File: src/rtl/cal_pkg.sv
package cal_pkg;

  // Which committed register a store pulse writes.
  typedef enum logic {
    TGT_CAL = 1'b0,
    TGT_LCD = 1'b1
  } trim_tgt_e;

endpackage

File: src/rtl/cal_prescaler.sv
// Divides the reference clock by 2^DIV_LOG2 and emits a one-cycle enable.
module cal_prescaler #(
  parameter int DIV_LOG2 = 4
) (
  input  logic clk,
  input  logic rst_n,
  output logic stream_en
);

  logic [DIV_LOG2-1:0] div_q;

  always_ff @(posedge clk) begin
    if (!rst_n) div_q <= '0;
    else        div_q <= div_q + 1'b1;
  end

  // The enable fires on the terminal count.
  assign stream_en = &div_q;

endmodule

File: src/rtl/cal_second_counter.sv
// Counts stream enables into seconds. The first n enables of each second are
// swallowed by an inhibit down-counter loaded at the second boundary.
module cal_second_counter #(
  parameter int SEC_LOG2 = 18,
  parameter int TRIM_W   = 5,
  parameter int CAL_INIT = 0
) (
  input  logic              clk,
  input  logic              rst_n,
  input  logic              stream_en,
  input  logic [TRIM_W-1:0] cal_n,
  output logic              tick_1hz
);

  localparam logic [SEC_LOG2-1:0] SEC_MAX = {SEC_LOG2{1'b1}};

  logic [SEC_LOG2-1:0] sec_q;
  logic [TRIM_W-1:0]   inhib_q;
  logic                inhibiting;
  logic                advance;

  assign inhibiting = (inhib_q != '0);
  assign advance    = stream_en && !inhibiting;
  assign tick_1hz   = advance && (sec_q == SEC_MAX);

  always_ff @(posedge clk) begin
    if (!rst_n) begin
      sec_q   <= '0;
      inhib_q <= TRIM_W'(CAL_INIT);
    end else if (stream_en) begin
      if (inhibiting) begin
        inhib_q <= inhib_q - 1'b1;
      end else if (sec_q == SEC_MAX) begin
        // Second boundary: wrap and load the inhibit count for the next second.
        sec_q   <= '0;
        inhib_q <= cal_n;
      end else begin
        sec_q <= sec_q + 1'b1;
      end
    end
  end

endmodule

File: src/rtl/cal_trim_prog.sv
// Pulse protocol for the working trim value and its commit into two
// committed registers.
module cal_trim_prog
  import cal_pkg::*;
#(
  parameter int TRIM_W   = 5,
  parameter int CAL_INIT = 0,
  parameter int LCD_INIT = 0
) (
  input  logic              clk,
  input  logic              rst_n,
  input  logic              prog_mode,
  input  logic              vpp_hi,
  input  logic              trim_sel,
  input  logic              data_pulse,
  input  logic              store_pulse,
  output logic [TRIM_W-1:0] work_trim,
  output logic [TRIM_W-1:0] cal_trim,
  output logic [TRIM_W-1:0] lcd_trim
);

  logic      data_q, store_q;
  logic      armed_q;
  logic      prog_ok;
  logic      data_rise, store_rise;
  trim_tgt_e tgt;

  assign prog_ok    = prog_mode && vpp_hi;
  assign data_rise  = data_pulse && !data_q;
  assign store_rise = store_pulse && !store_q;
  assign tgt        = trim_tgt_e'(trim_sel);

  always_ff @(posedge clk) begin
    if (!rst_n) begin
      data_q  <= 1'b0;
      store_q <= 1'b0;
    end else begin
      data_q  <= data_pulse;
      store_q <= store_pulse;
    end
  end

  // Working value: clear on the first edge of a session, then step with wrap.
  always_ff @(posedge clk) begin
    if (!rst_n) begin
      armed_q   <= 1'b1;
      work_trim <= '0;
    end else if (!prog_ok) begin
      armed_q <= 1'b1;
    end else if (data_rise) begin
      if (armed_q) begin
        work_trim <= '0;
        armed_q   <= 1'b0;
      end else begin
        work_trim <= work_trim + 1'b1;
      end
    end
  end

  // Commit samples the pre-edge working value, so a coincident data edge
  // does not leak into the stored value.
  always_ff @(posedge clk) begin
    if (!rst_n) begin
      cal_trim <= TRIM_W'(CAL_INIT);
      lcd_trim <= TRIM_W'(LCD_INIT);
    end else if (prog_ok && store_rise) begin
      case (tgt)
        TGT_CAL: cal_trim <= work_trim;
        TGT_LCD: lcd_trim <= work_trim;
        default: ;
      endcase
    end
  end

endmodule

File: src/rtl/osc_trim_calibrator.sv
module osc_trim_calibrator #(
  parameter int DIV_LOG2 = 4,
  parameter int SEC_LOG2 = 18,
  parameter int TRIM_W   = 5,
  parameter int CAL_INIT = 0,
  parameter int LCD_INIT = 0
) (
  input  logic              clk,
  input  logic              rst_n,
  input  logic              prog_mode,
  input  logic              vpp_hi,
  input  logic              trim_sel,
  input  logic              data_pulse,
  input  logic              store_pulse,
  output logic              stream_en,
  output logic              tick_1hz,
  output logic [TRIM_W-1:0] work_trim,
  output logic [TRIM_W-1:0] cal_trim,
  output logic [TRIM_W-1:0] lcd_trim
);

  cal_prescaler #(.DIV_LOG2(DIV_LOG2)) u_presc (
    .clk       (clk),
    .rst_n     (rst_n),
    .stream_en (stream_en)
  );

  cal_second_counter #(
    .SEC_LOG2 (SEC_LOG2),
    .TRIM_W   (TRIM_W),
    .CAL_INIT (CAL_INIT)
  ) u_sec (
    .clk       (clk),
    .rst_n     (rst_n),
    .stream_en (stream_en),
    .cal_n     (cal_trim),
    .tick_1hz  (tick_1hz)
  );

  cal_trim_prog #(
    .TRIM_W   (TRIM_W),
    .CAL_INIT (CAL_INIT),
    .LCD_INIT (LCD_INIT)
  ) u_prog (
    .clk         (clk),
    .rst_n       (rst_n),
    .prog_mode   (prog_mode),
    .vpp_hi      (vpp_hi),
    .trim_sel    (trim_sel),
    .data_pulse  (data_pulse),
    .store_pulse (store_pulse),
    .work_trim   (work_trim),
    .cal_trim    (cal_trim),
    .lcd_trim    (lcd_trim)
  );

endmodule

File: config.mk
export PLATFORM = sky130hd
export DESIGN_NAME = osc_trim_calibrator
export DESIGN_NICKNAME = d
export VERILOG_FILES = /design/src/rtl/cal_pkg.sv /design/src/rtl/cal_prescaler.sv /design/src/rtl/cal_second_counter.sv /design/src/rtl/cal_trim_prog.sv /design/src/rtl/osc_trim_calibrator.sv
export SDC_FILE = /design/constraint.sdc
export NUM_CORES = 1
export LEC_CHECK = 0
export ABC_CLOCK_PERIOD_IN_PS = 2290
export BUFFER_PORTS_ARGS = -buffer_cell sky130_fd_sc_hd__buf_2
export CAP_MARGIN = 25
export CORE_MARGIN = 2
export CORE_UTILIZATION = 35
export DETAILED_ROUTE_END_ITERATION = 16
export PLACE_DENSITY = 0.51
export SLEW_MARGIN = 25
export SYNTH_ARGS = -nofsm -noshare
export SYNTH_HDL_FRONTEND = slang
export SYNTH_SLANG_ARGS = --single-unit
File: constraint.sdc
create_clock -name clk -period 2.29 [get_ports clk]
set_input_delay 0.458 -clock clk [delete_from_list [all_inputs] [get_ports clk]]
set_output_delay 0.458 -clock clk [all_outputs]
set_load 0.01 [all_outputs]
==> flow_summary.toml, run 1 <==
[status]
status = "complete, no violations"

[sta]
setup_viol = 0
fin_skew_ps = 8.55
slew-limit-headroom = 0.690
fin_ws_ps = 131
whs_ps = 342
fmax_mhz = 463
worst_slew_pin_slew_ps = 464
final.min_clock_period_ps = 2160
fin_crit_sh = 0.943
drv_slew = 0
final-hold-violation-count = 0

[global_routing]
grt.total_usage = 0.134
grt-ovfl-total = 0
grt_pass1_vias = 1436
grt_pass1_wl_um = 6660
grt_max_degree = 19
antenna_found_initial = 0

[drt]
wirelength_um = 3980
vias_per_cell = 4.73
vias = 1534
wl_per_cell_um = 12.3
ant_nets = 0
first_pass_iters = 4
first_iter_violations = 90
drc = 0

[synth]
synth-seq-cells = 45
syn-num-nets = 233
async_flop_share = 0
synth_edf_count = 0
synth_ff_type = "dfxtp_1"
synthDistinctLibCells = 41
yosysTopAreaCell = "dfxtp_1"
syn_area_um2 = 2020
synthDominantCellAreaShare = 0.446
syn_inst = 222
avgSynthCellArea_um2 = 9.10
ys_top_cells_by_area = "dfxtp_1 45%, xor2_1 6.1%, nand2_1 4.8%"
ys_warn_count = 0
ys_seq_area_frac = 0.446

[placed_design]
port_buffers = 23
dp_slack_ps = 275
place.gp.congestion = 0.765
hpwl_um = 2820
placed_cell_area_um2 = 2230

[min_path]
hold_class = "input pin to flip-flop"
min_to = "u_prog.armed_q"
min_from = "vpp_hi"
hold_path_depth = 2

[cells_and_area]
synthToLayoutAreaGrowth_pct = 15.0
final_cell_mix = "45 x dfxtp_1, 26 x nand2_1, 23 x buf_2"
final_util = 0.419
diodes = 0
final_common_cell = "dfxtp_1"
drive_above_1_share = 0.175
fin_nets = 262
design_area_um2 = 2320

[clock_network]
clock_sinks = 45
cts_buffers = 5
path_clk_slew_ps = 90
cts.htree.levels = 2
cts_tree = "yes"
cts-root-buf = "clkbuf_8"
post-cts-setup-buffers = 0
clk_path_buf_depth = 2
clk_latency_ps = 300

[critical_path]
cpPeakStageDelay_ps = 420
cp_top_family = "simple AND/OR/NAND/NOR gates"
arrival_ps = 1700
criticalPathCategory = "flip-flop to primary output"
r2r-start = "u_sec.inhib_q[0]"
timing.rr.end = "u_sec.sec_q[15]"
worstRegToRegCells = 7
slowest_stage = "dfxtp_1"
cp.required_ps = 1830
path_buf_inv = 1
cp-end-kind = "primary output"
cp-start-kind = "flip-flop"
path_depth = 5
cp_max_fo = 5
r2r_setup_slack_ps = 290
path_cells = "nand3_2 -> nor4_4 -> and3_2 -> and3_1 -> buf_2"

[floorplanning]
die_h_um = 80.0
die_area_um2 = 6390
initial_core_util = 0.364
die_w_um = 80.0
placementRows = 27
core-area_um2 = 5540
io_pins = 24

[power]
p_per_area_nw_per_um2 = 570
power_mw = 1.32
p_leak_nw = 0.910
peakVddDrop_mv = 0.265

[flow_run]
maxCapViolations = 0
## cell usage after synthesis, types with 5 or more instances
cell type	count
and2_1	10
mux2i_1	7
dfxtp_1	45
nand4_1	8
nor2b_1	7
nor2_1	21
xnor2_1	8
and3_1	6
nand3_1	19
xor2_1	14
o21ai_1	5
nand2_1	26
a21boi_0	5
## registers in the layout (all words and copies together) (netlist names)
register,flops
u_sec.inhib_q,5
u_prog.data_q,1
u_prog.work_trim,5
u_prog.cal_trim,5
u_presc.div_q,4
u_prog.store_q,1
u_sec.sec_q,18
u_prog.lcd_trim,5
u_prog.armed_q,1
## power by group
| part | internal (mW) | switching [mW] |
|---|---|---|
| logic | 0.0194 | 0.0262 |
| registers | 0.790 | 0.00731 |
| clock network | 0.211 | 0.270 |
| total | 1.02 | 0.303 |
## metal layers
| layer | part of all wire | vias up | global-route usage | routed length, µm |
|---|---|---|---|---|
| li1 | - | 823 | - | - |
| met1 | 0.55 | 689 | 0.192 | 2170 |
| met2 | 0.42 | 16 | 0.191 | 1660 |
| met3 | 0.023 | 6 | 0.0249 | 92 |
| met4 | 0.013 | 0 | 0.0661 | 53 |
| met5 | 0 | - | 0 | 0 |
## worst max path at each step
stage,startpoint,end,slack [ps]
after floorplan,u_sec.sec_q[2],tick_1hz,400
after global placement,u_sec.inhib_q[0],u_sec.sec_q[15],340
after detailed placement,u_sec.inhib_q[0],u_sec.sec_q[15],270
after CTS,u_sec.sec_q[2],tick_1hz,30
after global routing,u_sec.sec_q[2],tick_1hz,-3
final,u_sec.sec_q[2],tick_1hz,130
## kinds of logic after synthesis
family	after synthesis	share of synthesized area
AOI/OAI and AO/OA	19	0.0632
DFF	45	0.446
adders and majority gates	4	0.0248
and+or+nand+nor	114	0.309
buffers and inverters	11	0.0273
xor gates and xnor gates	22	0.0954
muxes	7	0.0347
## timing repair
action | 4_1_cts | 5_1_grt
hold buffers | 0 | 0
hold endpoints to repair | 0 | 0
resized for setup | 0 | 2
setup endpoints to repair | 0 | 1
## per-stage QoR
stage | setup TNS, ps | cells
after floorplan | 0 | 222
after global placement | 0 | 316
after detailed placement | 0 | 316
after CTS | 0 | 324
after global routing | -2.82 | 324
final | 0 | 324
## area by class of cell
type | count | area, µm²
Clock buffer | 5 | 68.8
Clock inverter | 3 | 17.5
Fill cell | 588 | 3220
Inverter | 4 | 15.0
Multi-Input combinational cell | 166 | 1070
Sequential cell | 45 | 901
Tap cell | 72 | 90.1
Timing Repair Buffer | 29 | 160
No activity file was read; power rests on OpenSTA's default activity.
==> inputs of run 2 (changes only) <==
--- a/config.mk
+++ b/config.mk
@@ -8,10 +8,12 @@
 export ABC_CLOCK_PERIOD_IN_PS = 2290
 export BUFFER_PORTS_ARGS = -buffer_cell sky130_fd_sc_hd__buf_2
 export CAP_MARGIN = 25
+export CELL_PAD_IN_SITES_DETAIL_PLACEMENT = 0
+export CELL_PAD_IN_SITES_GLOBAL_PLACEMENT = 1
 export CORE_MARGIN = 2
 export CORE_UTILIZATION = 35
 export DETAILED_ROUTE_END_ITERATION = 16
-export PLACE_DENSITY = 0.51
+export PLACE_DENSITY = 0.63
 export SLEW_MARGIN = 25
 export SYNTH_ARGS = -nofsm -noshare
 export SYNTH_HDL_FRONTEND = slang
==> run 2 against run 1 <==
  * Sequential power about the same
  * Largest cell class unchanged
  * Critical endpoint unchanged
  * Non-clock buffer count did not move
  * Count of clock-buffer cells in the layout increased by 2
  * Fmax increased by 1.3%
  * Final cell count is the same
  * Largest power group unchanged
  * Sequential share of layout area down 0.50 points
  * Critical path type unchanged
  * Power up 10%
  * Register-to-register slack better by 30 ps
  * Worst setup slack improved by 28 ps
  * Via count grew 4.1%
  * Design area grew 1.3%
==> flow_summary.toml, run 2 (same netlist as run 1, synthesis figures left out) <==
[sta]
fmax_mhz = 469
fin_ws_ps = 159
fin_skew_ps = 5.18
setup_viol = 0
final.min_clock_period_ps = 2130
final-hold-violation-count = 0
slew-limit-headroom = 0.608
fin_crit_sh = 0.931
tns_ps = 0
drv_slew = 0
rsz0062_at_grt = "no"
worst_slew_pin_slew_ps = 587

[cells_and_area]
synthToLayoutAreaGrowth_pct = 16.5
drive_above_1_share = 0.171
design_area_um2 = 2350
largest_reg_flops = 18
final_cell_mix = "45 x dfxtp_1, 26 x nand2_1, 23 x buf_2"
final_util = 0.425
final_common_cell = "dfxtp_1"
max_flop_register = "u_sec.sec_q"
fin_nets = 262
diodes = 0

[clock_network]
cts_tree = "yes"
post-cts-setup-buffers = 0
clk_path_buf_depth = 2
clock_sinks = 45
cts_buffers = 5
clk_latency_ps = 290
cts.repair.resized = 0
path_clk_slew_ps = 80
cts-root-buf = "clkbuf_8"
ctsHoldBuffers = 0
cts.htree.levels = 2

[floorplanning]
initial_core_util = 0.364
die_w_um = 80.0
core-area_um2 = 5540
die_h_um = 80.0
placementRows = 27
die_area_um2 = 6390
io_pins = 24

[critical_path]
criticalPathCategory = "flip-flop to primary output"
cp-start-kind = "flip-flop"
cp_max_fo = 5
arrival_ps = 1670
r2r_setup_slack_ps = 320
cp-end-kind = "primary output"
cp.required_ps = 1830

[placed_design]
placed_cell_area_um2 = 2230
dp_slack_ps = 298
port_buffers = 23
place.gp.congestion = 0.761
hpwl_um = 2890

[drt]
first_pass_iters = 4
first_iter_violations = 58
wl_per_cell_um = 12.5
ant_nets = 0
vias = 1597
vias_per_cell = 4.93
drc = 0
wirelength_um = 4070

[flow_run]
maxCapViolations = 0

[global_routing]
grt_pass1_vias = 1369
grt_pass1_wl_um = 6680
grt_max_degree = 22
antenna_found_initial = 0
grt-ovfl-total = 0
grt.total_usage = 0.134

[status]
status = "complete, no violations"

[min_path]
hold_class = "input pin to flip-flop"

[power]
power_mw = 1.46
p_leak_nw = 0.924
peakVddDrop_mv = 0.317
p_per_area_nw_per_um2 = 620
==> run 2: worst max-delay path: stages, from the launching register on <==
cell     delay, ps
dfxtp_1        410
and4_1         230
and2_1         200
and3_2         250
and3_1         160
buf_2          120
==> run 2: path summary, 6_finish.rpt <==
check | startpoint | depth (start not counted) | endpoint
worst min register to register | u_prog.lcd_trim[4] | 2 | u_prog.lcd_trim[4]
worst min-delay path | vpp_hi | 2 | u_prog.armed_q
worst max register to register | u_sec.inhib_q[0] | 7 | u_sec.sec_q[15]
worst max-delay path | u_sec.sec_q[13] | 5 | tick_1hz
==> run 2: area by class of cell <==
cell class | count | area, µm²
Clock buffer | 7 | 86.3
Clock inverter | 1 | 30.0
Fill cell | 591 | 3190
Inverter | 4 | 15.0
Multi-Input combinational cell | 166 | 1070
Sequential cell | 45 | 901
Tap cell | 72 | 90.1
Timing Repair Buffer | 29 | 160
==> run 2: stage by stage <==
step	std cells	hold WS, ps
global route	324	339
CTS	324	344
floorplan	222	444
finish	324	351
detailed placement	316	454
global placement	316	450
==> run 2: report_power, final <==
part	switching (mW)	leakage (nW)	internal, mW
combinational	0.0264	0.502	0.0191
sequential	0.00751	0.364	0.790
clock	0.259	0.0585	0.356
total	0.293	0.924	1.16
==> run 2: per-layer routing <==
metal,wire length (µm),share of wire,vias up,track usage
li1,-,-,829,-
met4,57,0.014,0,0.0458
met5,0,0,-,0
met1,2140,0.53,733,0.199
met2,1700,0.42,31,0.176
met3,170,0.042,4,0.0486
==> inputs of run 3 (changes only) <==
--- a/config.mk
+++ b/config.mk
@@ -5,7 +5,7 @@
 export SDC_FILE = /design/constraint.sdc
 export NUM_CORES = 1
 export LEC_CHECK = 0
-export ABC_CLOCK_PERIOD_IN_PS = 2290
+export ABC_CLOCK_PERIOD_IN_PS = 2600
 export BUFFER_PORTS_ARGS = -buffer_cell sky130_fd_sc_hd__buf_2
 export CAP_MARGIN = 25
 export CELL_PAD_IN_SITES_DETAIL_PLACEMENT = 0
==> constraint.sdc (replaced) <==
create_clock -name clk -period 2.6 [get_ports clk]
set_input_delay 0.52 -clock clk [delete_from_list [all_inputs] [get_ports clk]]
set_output_delay 0.52 -clock clk [all_outputs]
set_load 0.01 [all_outputs]
==> run 3 against run 2 <==
  * Wire length is 0.17% lower
  * Largest cell class unchanged
  * Sequential power decreased by 12%
  * Combinational power decreased by 13%
  * Critical path depth unchanged
  * Die area is the same
  * Clock power fell by 31%
  * Highest routed layer unchanged
  * Count of clock-buffer cells in the layout did not move
  * Hold slack better by 55 ps
  * Sequential share of layout area up 0.77 points
==> flow_summary.toml, run 3 (same netlist as run 1, synthesis figures left out) <==
[global_routing]
grt_pass1_wl_um = 6890
grt-ovfl-total = 0
grt_max_degree = 23
grt_pass1_vias = 1406
antenna_found_initial = 0
grt.total_usage = 0.140

[floorplanning]
die_area_um2 = 6390
initial_core_util = 0.364
die_h_um = 80.0
io_pins = 24
die_w_um = 80.0
core-area_um2 = 5540
placementRows = 27

[drt]
m1WireLength_um = 2190
dr_wl_met2_um = 1650
first_iter_violations = 70
wl_met3_um = 139
maxUsedRoutingLayer = "met4"
drc = 0
vias_per_cell = 4.85
ant_nets = 0
vias = 1565
wirelength_um = 4060
first_pass_iters = 4
wl_per_cell_um = 12.6

[critical_path]
path_buf_inv = 1
timing.rr.end = "u_sec.sec_q[15]"
cp_max_fo = 5
r2r-start = "u_sec.inhib_q[0]"
r2r_setup_slack_ps = 600
slowest_stage = "dfxtp_1"
path_cells = "nand3_1 -> nor4_4 -> and3_1 -> and3_1 -> buf_2"
cp_common_cell = "and3_1"
path_depth = 5
cpPeakStageDelay_ps = 400
cp_top_family = "simple AND/OR/NAND/NOR gates"
critPathLaunch = "u_sec.sec_q[2]"
arrival_ps = 1770
cp.required_ps = 2080
cp-endpoint = "tick_1hz"
criticalPathCategory = "flip-flop to primary output"
cp-end-kind = "primary output"
cp-start-kind = "flip-flop"
worstRegToRegCells = 7

[sta]
tns_ps = 0
fin_crit_sh = 0.883
setup_viol = 0
slew-limit-headroom = 0.616
fmax_mhz = 436
rsz0062_at_grt = "no"
fin_skew_ps = 10.4
final.min_clock_period_ps = 2290
worst_slew_pin_slew_ps = 575
final-hold-violation-count = 0
drv_slew = 0

[flow_run]
maxCapViolations = 0

[power]
seqPwrFrac = 0.601
clkPwrFrac = 0.365
intPower_mw = 0.903
p_sw_mw = 0.266
power_switching_share = 0.228
pwr-share-comb = 0.034
p_leak_nw = 0.899
p_per_area_nw_per_um2 = 507
peakVddDrop_mv = 0.305

[clock_network]
ctsHoldBuffers = 0
clock_sinks = 45
path_clk_slew_ps = 80
cts_buffers = 5
cts.repair.resized = 0
cts_tree = "yes"
cts.htree.levels = 2
clk_latency_ps = 300
clk_path_buf_depth = 2
post-cts-setup-buffers = 0
cts-root-buf = "clkbuf_8"

[placed_design]
hpwl_um = 2860
dp_cells = 315
port_buffers = 23
place.gp.congestion = 0.746

[cells_and_area]
largest_reg_flops = 18
diodes = 0
final_common_cell = "dfxtp_1"
max_flop_register = "u_sec.sec_q"
nFillCells = 588
final_cell_mix = "45 x dfxtp_1, 26 x nand2_1, 23 x buf_2"
finalNonFillerCells = 323
drive_above_1_share = 0.155
synthToLayoutAreaGrowth_pct = 14.2
fin_nets = 261

[status]
status = "complete, no violations"

[min_path]
hold_class = "input pin to flip-flop"
run 3: changes by cell type in the layout (fill, tap and decap cells not counted):
cell        change
and3_1          +1
and3_2          -1
buf_4           -1
bufinv_16       -1
clkbuf_1        +1
clkbuf_8        -1
clkinvlp_4      +1
nand3_1         +1
nand3_2         -1
run 3: final cells by class:
class / count / area, µm² / share of cell area
Sequential cell: 45 / 901 / 0.391
Inverter: 4 / 15.0 / 0.00651
Multi-Input combinational cell: 166 / 1060 / 0.461
Timing Repair Buffer: 28 / 153 / 0.0662
Clock inverter: 1 / 7.51 / 0.00326
Tap cell: 72 / 90.1 / 0.0391
Clock buffer: 7 / 76.3 / 0.0331
run 3: layer usage:
metal | track usage | vias to the layer above
li1 | - | 821
met1 | 0.201 | 720
met2 | 0.198 | 17
met3 | 0.0339 | 7
met4 | 0.0610 | 0
met5 | 0 | -
run 3: metrics by stage:
step	power, mW	instance area (µm²)	worst slack (ps)	hold WS (ps)	utilization
final	1.17	2310	305	406	0.416
after global routing	1.23	2310	118	400	0.416
after CTS	1.19	2310	282	395	0.416
after detailed placement	0.759	2220	587	456	0.401
after global placement	0.759	2220	599	452	0.401
after floorplan	0.743	2020	648	444	-
run 3: worst min-delay path by stage:
stage                       start  slack [ps]                  to  depth (start not counted)
2_1_floorplan      u_prog.armed_q         440      u_prog.armed_q                          2
3_3_place_gp   u_prog.lcd_trim[4]         450  u_prog.lcd_trim[4]                          2
3_5_place_dp   u_prog.lcd_trim[3]         460  u_prog.lcd_trim[3]                          2
4_1_cts                    vpp_hi         400      u_prog.armed_q                          2
5_1_grt                    vpp_hi         400      u_prog.armed_q                          2
6_report                   vpp_hi         410      u_prog.armed_q                          2
run 3: power groups by stage:
stage               Clock [mW]  Sequential (mW)  Combinational [mW]
finish                   0.427            0.702              0.0397
CTS                      0.446            0.702              0.0402
floorplan                    0            0.717              0.0260
global placement             0            0.719              0.0404
global route             0.477            0.704              0.0474
detailed placement           0            0.719              0.0400
